===== src/rtl/strx_pkg.sv =====
package strx_pkg;
  typedef enum logic [1:0] {
    SZ_BYTE = 2'd0,
    SZ_HALF = 2'd1,
    SZ_WORD = 2'd2
  } accSize_e;

  // strobes from the sequencer to the datapath
  typedef struct packed {
    logic capture;  // latch a new request
    logic step;     // current beat acknowledged
  } ctrlStrobe_t;
endpackage


===== src/rtl/strx_ctrl.sv =====
module strx_ctrl
  import strx_pkg::*;
(
  input  logic        clk,
  input  logic        rstN,
  input  logic        start,
  input  logic        zeroLen,
  input  logic        lastBeat,
  input  logic        memAck,
  output ctrlStrobe_t strobe,
  output logic        memReq,
  output logic        busy,
  output logic        done
);
  typedef enum logic [1:0] {ST_IDLE, ST_RUN, ST_FIN} state_e;
  state_e state, stateNext;

  always_comb begin
    strobe.capture = (state == ST_IDLE) && start;
    strobe.step    = (state == ST_RUN) && memAck;
    stateNext      = state;
    unique case (state)
      ST_IDLE: if (start) stateNext = zeroLen ? ST_FIN : ST_RUN;
      ST_RUN:  if (memAck && lastBeat) stateNext = ST_FIN;
      ST_FIN:  stateNext = ST_IDLE;
      default: stateNext = ST_IDLE;
    endcase
  end

  always_ff @(posedge clk) begin
    if (!rstN) state <= ST_IDLE;
    else       state <= stateNext;
  end

  assign memReq = (state == ST_RUN);
  assign busy   = (state != ST_IDLE);
  assign done   = (state == ST_FIN);
endmodule


===== src/rtl/strx_dp.sv =====
module strx_dp
  import strx_pkg::*;
#(
  parameter int ADDR_W = 64,
  parameter int CNT_W  = 8,
  parameter int REG_N  = 32
) (
  input  logic                     clk,
  input  logic                     rstN,
  input  ctrlStrobe_t              strobe,
  input  logic                     dirStore,
  input  logic                     multiWord,
  input  logic                     addrMode32,
  input  logic [ADDR_W-1:0]        startAddr,
  input  logic [$clog2(REG_N)-1:0] startReg,
  input  logic [CNT_W-1:0]         byteCount,
  input  logic [31:0]              memRdata,
  input  logic [31:0]              rfRdata,
  output logic                     zeroLen,
  output logic                     lastBeat,
  output logic                     memWe,
  output logic [1:0]               memSize,
  output logic [ADDR_W-1:0]        memAddr,
  output logic [31:0]              memWdata,
  output logic                     rfWe,
  output logic [$clog2(REG_N)-1:0] rfAddr,
  output logic [31:0]              rfWdata
);
  localparam int RIDX_W = $clog2(REG_N);
  localparam logic [ADDR_W-1:0] LOW_MASK = {{(ADDR_W-32){1'b0}}, {32{1'b1}}};
  localparam logic [RIDX_W-1:0] LAST_REG = RIDX_W'(REG_N - 1);

  logic [ADDR_W-1:0] addrQ;
  logic [RIDX_W-1:0] regQ;
  logic [CNT_W-1:0]  remQ;
  logic              storeQ, m32Q, phaseQ;
  logic [15:0]       accQ;

  accSize_e          sizeNow;
  logic [CNT_W-1:0]  nBytes, multiCnt, regSpan;
  logic              tailSplit;

  function automatic logic [ADDR_W-1:0] wrapAddr(input logic [ADDR_W-1:0] a, input logic m32);
    return m32 ? (a & LOW_MASK) : a;
  endfunction

  always_comb begin
    regSpan  = CNT_W'(REG_N) - CNT_W'(startReg);
    multiCnt = regSpan << 2;
    zeroLen  = !multiWord && (byteCount == '0);

    if (remQ >= CNT_W'(4)) begin
      sizeNow = SZ_WORD; nBytes = CNT_W'(4);
    end else if (remQ >= CNT_W'(2)) begin
      sizeNow = SZ_HALF; nBytes = CNT_W'(2);
    end else begin
      sizeNow = SZ_BYTE; nBytes = CNT_W'(1);
    end
    lastBeat  = (remQ == nBytes);
    tailSplit = (sizeNow == SZ_HALF) && (remQ == CNT_W'(3));

    unique case (sizeNow)
      SZ_WORD: memWdata = rfRdata;
      SZ_HALF: memWdata = {16'h0, rfRdata[31:16]};
      default: memWdata = {24'h0, (phaseQ ? rfRdata[15:8] : rfRdata[31:24])};
    endcase

    unique case (sizeNow)
      SZ_WORD: rfWdata = memRdata;
      SZ_HALF: rfWdata = {memRdata[15:0], 16'h0};
      default: rfWdata = phaseQ ? {accQ, memRdata[7:0], 8'h0} : {memRdata[7:0], 24'h0};
    endcase
  end

  assign memWe   = storeQ;
  assign memSize = sizeNow;
  assign memAddr = addrQ;
  assign rfAddr  = regQ;
  assign rfWe    = strobe.step && !storeQ && !tailSplit;

  always_ff @(posedge clk) begin
    if (!rstN) begin
      addrQ <= '0; regQ <= '0; remQ <= '0;
      storeQ <= 1'b0; m32Q <= 1'b0; phaseQ <= 1'b0; accQ <= '0;
    end else if (strobe.capture) begin
      addrQ  <= wrapAddr(startAddr, addrMode32);
      regQ   <= startReg;
      remQ   <= multiWord ? multiCnt : byteCount;
      storeQ <= dirStore;
      m32Q   <= addrMode32;
      phaseQ <= 1'b0;
    end else if (strobe.step) begin
      addrQ  <= wrapAddr(addrQ + ADDR_W'(nBytes), m32Q);
      remQ   <= remQ - nBytes;
      phaseQ <= tailSplit;
      if (tailSplit) accQ <= memRdata[15:0];
      if (sizeNow == SZ_WORD) regQ <= (regQ == LAST_REG) ? '0 : regQ + 1'b1;
    end
  end
endmodule


===== src/rtl/rf_string_mover.sv =====
module rf_string_mover
  import strx_pkg::*;
#(
  parameter int ADDR_W = 64,
  parameter int CNT_W  = 8
) (
  input  logic              clk,
  input  logic              rstN,
  input  logic              start,
  input  logic              dirStore,
  input  logic              multiWord,
  input  logic              addrMode32,
  input  logic [ADDR_W-1:0] startAddr,
  input  logic [4:0]        startReg,
  input  logic [CNT_W-1:0]  byteCount,
  output logic              busy,
  output logic              done,
  output logic              memReq,
  output logic              memWe,
  output logic [1:0]        memSize,
  output logic [ADDR_W-1:0] memAddr,
  output logic [31:0]       memWdata,
  input  logic              memAck,
  input  logic [31:0]       memRdata,
  output logic              rfWe,
  output logic [4:0]        rfAddr,
  output logic [31:0]       rfWdata,
  input  logic [31:0]       rfRdata
);
  ctrlStrobe_t strobe;
  logic        zeroLen, lastBeat;

  strx_ctrl ctrlI (
    .clk(clk), .rstN(rstN), .start(start), .zeroLen(zeroLen),
    .lastBeat(lastBeat), .memAck(memAck), .strobe(strobe),
    .memReq(memReq), .busy(busy), .done(done)
  );

  strx_dp #(.ADDR_W(ADDR_W), .CNT_W(CNT_W), .REG_N(32)) dpI (
    .clk(clk), .rstN(rstN), .strobe(strobe), .dirStore(dirStore),
    .multiWord(multiWord), .addrMode32(addrMode32), .startAddr(startAddr),
    .startReg(startReg), .byteCount(byteCount), .memRdata(memRdata),
    .rfRdata(rfRdata), .zeroLen(zeroLen), .lastBeat(lastBeat),
    .memWe(memWe), .memSize(memSize), .memAddr(memAddr),
    .memWdata(memWdata), .rfWe(rfWe), .rfAddr(rfAddr), .rfWdata(rfWdata)
  );
endmodule


===== config.mk =====
export PLATFORM = sky130hd
export DESIGN_NAME = rf_string_mover
export DESIGN_NICKNAME = d
export VERILOG_FILES = /design/src/rtl/strx_pkg.sv /design/src/rtl/strx_ctrl.sv /design/src/rtl/strx_dp.sv /design/src/rtl/rf_string_mover.sv
export SDC_FILE = /design/constraint.sdc
export NUM_CORES = 1
export LEC_CHECK = 0
export ABC_AREA = 1
export BUFFER_PORTS_ARGS = -buffer_cell sky130_fd_sc_hd__buf_4
export CORE_UTILIZATION = 45
export DETAILED_ROUTE_END_ITERATION = 6
export HOLD_SLACK_MARGIN = 0.02
export PLACE_DENSITY = 0.74
export SLEW_MARGIN = 10
export SYNTH_ARGS = -nofsm -noshare
export SYNTH_HDL_FRONTEND = slang
export SYNTH_SLANG_ARGS = --single-unit

===== constraint.sdc =====
create_clock -name clk -period 6.3 [get_ports clk]
set_input_delay 0.945 -clock clk [delete_from_list [all_inputs] [get_ports clk]]
set_output_delay 0.945 -clock clk [all_outputs]
set_load 0.005 [all_outputs]

==> qor.csv <==
metric,value,unit
synth_cells,1415,
status,finished clean,
startpoint,dpI.remQ[4],
fillerInstances,1784,
wl_per_cell,17.0,µm
avgViaCountPerCell,5.40,
ys_ff_latch,98,
synth_most_common_cell,nand2_1,
cts_buffers,9,
fin_nets,1824,
cts-resized-gates,0,
die_w,135,µm
track_usage,35.4,%
core_area,0.0172,mm²
post-cts-setup-buffers,0,
r2r-end,dpI.memAddr[28],
diodes,0,
power_density,222,mW/mm²
synth.top_cell.area_share,24.8,%
fin_util,60.6,%
areaGrowthSynthToFinish,32.2,%
hp-class,flip-flop to flip-flop,
synth-edff-count,0,
leakage,4.96,nW
cp_data_arrival_time,3.08,ns
crit-reg2reg-launch,dpI.remQ[4],
drc,0,
min_from,dpI.remQ[0],
ant_nets,0,
cts_hold_buf,0,
rsz0062_at_grt,no,
cts-root-buf,clkbuf_16,
synthFlopType,dfxtp_1,
die_h,135,µm
area.sequential,0.00196,mm²
synth_area_per_cell,5.59,µm²
r2r_slack,2.64,ns
first_global_vias,9199,
cts_tree,done,
slew-limit-headroom,36.5,%
synth.largest_area_cell,dfxtp_1,
synth_area,0.00790,mm²
grt_antenna_before_repair,0,
clk_latency,0.37,ns
dp_hpwl,25300,µm
cts.path.max_buffers,2,
finalSetupTns,0,ns
path_class,flip-flop to output port,
multi_input_area,0.00497,mm²
num_rows,48,
grt_overflow,0,
hold_path_end,dpI.remQ[0],
cts.clk_slew.worst_paths,0.08,ns
hold_ws,0.482,ns
cp_data_required_time,5.35,ns
path_max_fanout,61,
drive_above_1_share,19.8,%
gp_congestion,0.965,
dieArea,0.0181,mm²
finalCriticalPeriod,4.03,ns
drv_cap,0,
cts_max_level,3,
io_pins,288,
synthArstFlopShare,0,%
synth_nets,1574,
fmax,0.248,GHz
start_util,45.9,%
min_period_over_period,63.9,%
synth.yosys.seq_area_share,24.8,%
hold_violations,0,
crit_path_start_kind,flip-flop,
yosys-top-cells-area,"dfxtp_1 25%, nand2_1 21%, inv_1 9.0%, nor2_1 8.2%, nand3_1 7.2%",
max_slew.worst_pin.slew,0.950,ns
ir_drop,0.146,mV
hold_depth,2,
yosys_warnings,0,
cts_num_sinks,98,
setup.worst_path.end_class,output port,
vias,10235,
finClkSkew,0.00877,ns
synthTopCellsByCount,"440 x nand2_1, 190 x inv_1, 173 x nor2_1",
reg2reg_depth,19,
drt-pass1-iter-count,5,
routed_wl,32300,µm
grt_max_degree,62,
port_buffers,287,
grt_pass1_wl,49500,µm
final-setup-viol-count,0,
ys_types,39,
drt-initial-drc-count,788,
finalMaxSlewViolations,0,
==> registers in the layout, indices dropped and copies added (netlist names) <==
register / cells
dpI.m32Q: 1
dpI.rfAddr: 5
dpI.accQ: 16
dpI.remQ: 8
dpI.memWe: 1
dpI.memAddr: 64
ctrlI.state: 2
dpI.phaseQ: 1
==> worst max path at each step <==
stage,endpoint,depth (start not counted)
floorplan,dpI.memAddr[30],15
global placement,dpI.memAddr[62],16
detailed placement,rfWdata[20],9
CTS,rfWdata[20],9
global route,rfWdata[31],9
finish,rfWdata[20],9
==> critical path, stage by stage (launching register included) <==
cell	delay, ns
dfxtp_1	0.34
nor2_1	0.16
nand2_1	0.19
nor2_8	0.21
inv_2	0.06
buf_4	0.30
nor2_2	0.55
inv_2	0.37
o211ai_1	0.33
buf_4	0.16
==> kinds of logic after synthesis <==
kind of cell / synth area share, %
adder cells (fa/ha/maj): 1.93
AND/OR/NAND/NOR: 41.4
flip-flops: 24.8
buffers and inverters: 12.3
AO/OA/AOI/OAI: 17.4
XOR/XNOR: 2.11
==> final cells by class <==
type / instances / share of cell area [%]
Tap cell: 225 / 2.69
Clock inverter: 7 / 0.587
Inverter: 196 / 7.04
Timing Repair Buffer: 295 / 21.2
Multi-Input combinational cell: 1065 / 47.6
Clock buffer: 9 / 2.15
Sequential cell: 98 / 18.8
==> metrics by stage <==
step                      total power [W]  worst slack (ns)  cells  cell area [µm²]
final                             0.00232              2.27   1895            10500
after floorplan                   0.00129              3.57   1415             7900
after detailed placement          0.00177              2.70   1879            10200
after global routing              0.00246              2.06   1895            10500
after global placement            0.00176              2.85   1879            10200
after CTS                         0.00232              2.30   1895            10500
==> routing by layer <==
metal	global-route usage (%)	routed length (µm)	up-vias
met3	6.46	2750	73
met4	16.5	1260	0
met2	57.8	14700	456
met5	0	0	-
li1	-	-	5056
met1	45.3	13600	4650
==> power breakdown <==
group | total (W) | internal (W) | leakage, nW | switching (W)
combinational | 0.00100 | 0.000455 | 4.02 | 0.000546
clock | 0.000559 | 0.000277 | 0.140 | 0.000282
sequential | 0.000763 | 0.000678 | 0.803 | 0.0000855
==> cell usage in the layout, fill, tap and decap left out, types with 2 or more instances in the layout <==
cell / count
nand3_1: 113
nand3b_1: 2
xor2_1: 14
nor3_1: 12
a211oi_1: 2
nor2_1: 172
inv_8: 2
xnor2_1: 5
clkinv_1: 3
buf_4: 295
inv_1: 190
inv_6: 2
nor2_2: 5
o21ai_0: 95
nand4_1: 25
a31oi_1: 20
or2_2: 6
inv_2: 3
nand2_2: 2
dfxtp_1: 98
o211ai_1: 33
and2_1: 6
clkbuf_16: 9
a21oi_1: 73
o31ai_1: 2
nand2_1: 440
ha_1: 9
o21ai_1: 8
fa_1: 2
o22ai_1: 10
No activity file was read; power rests on OpenSTA's default activity.
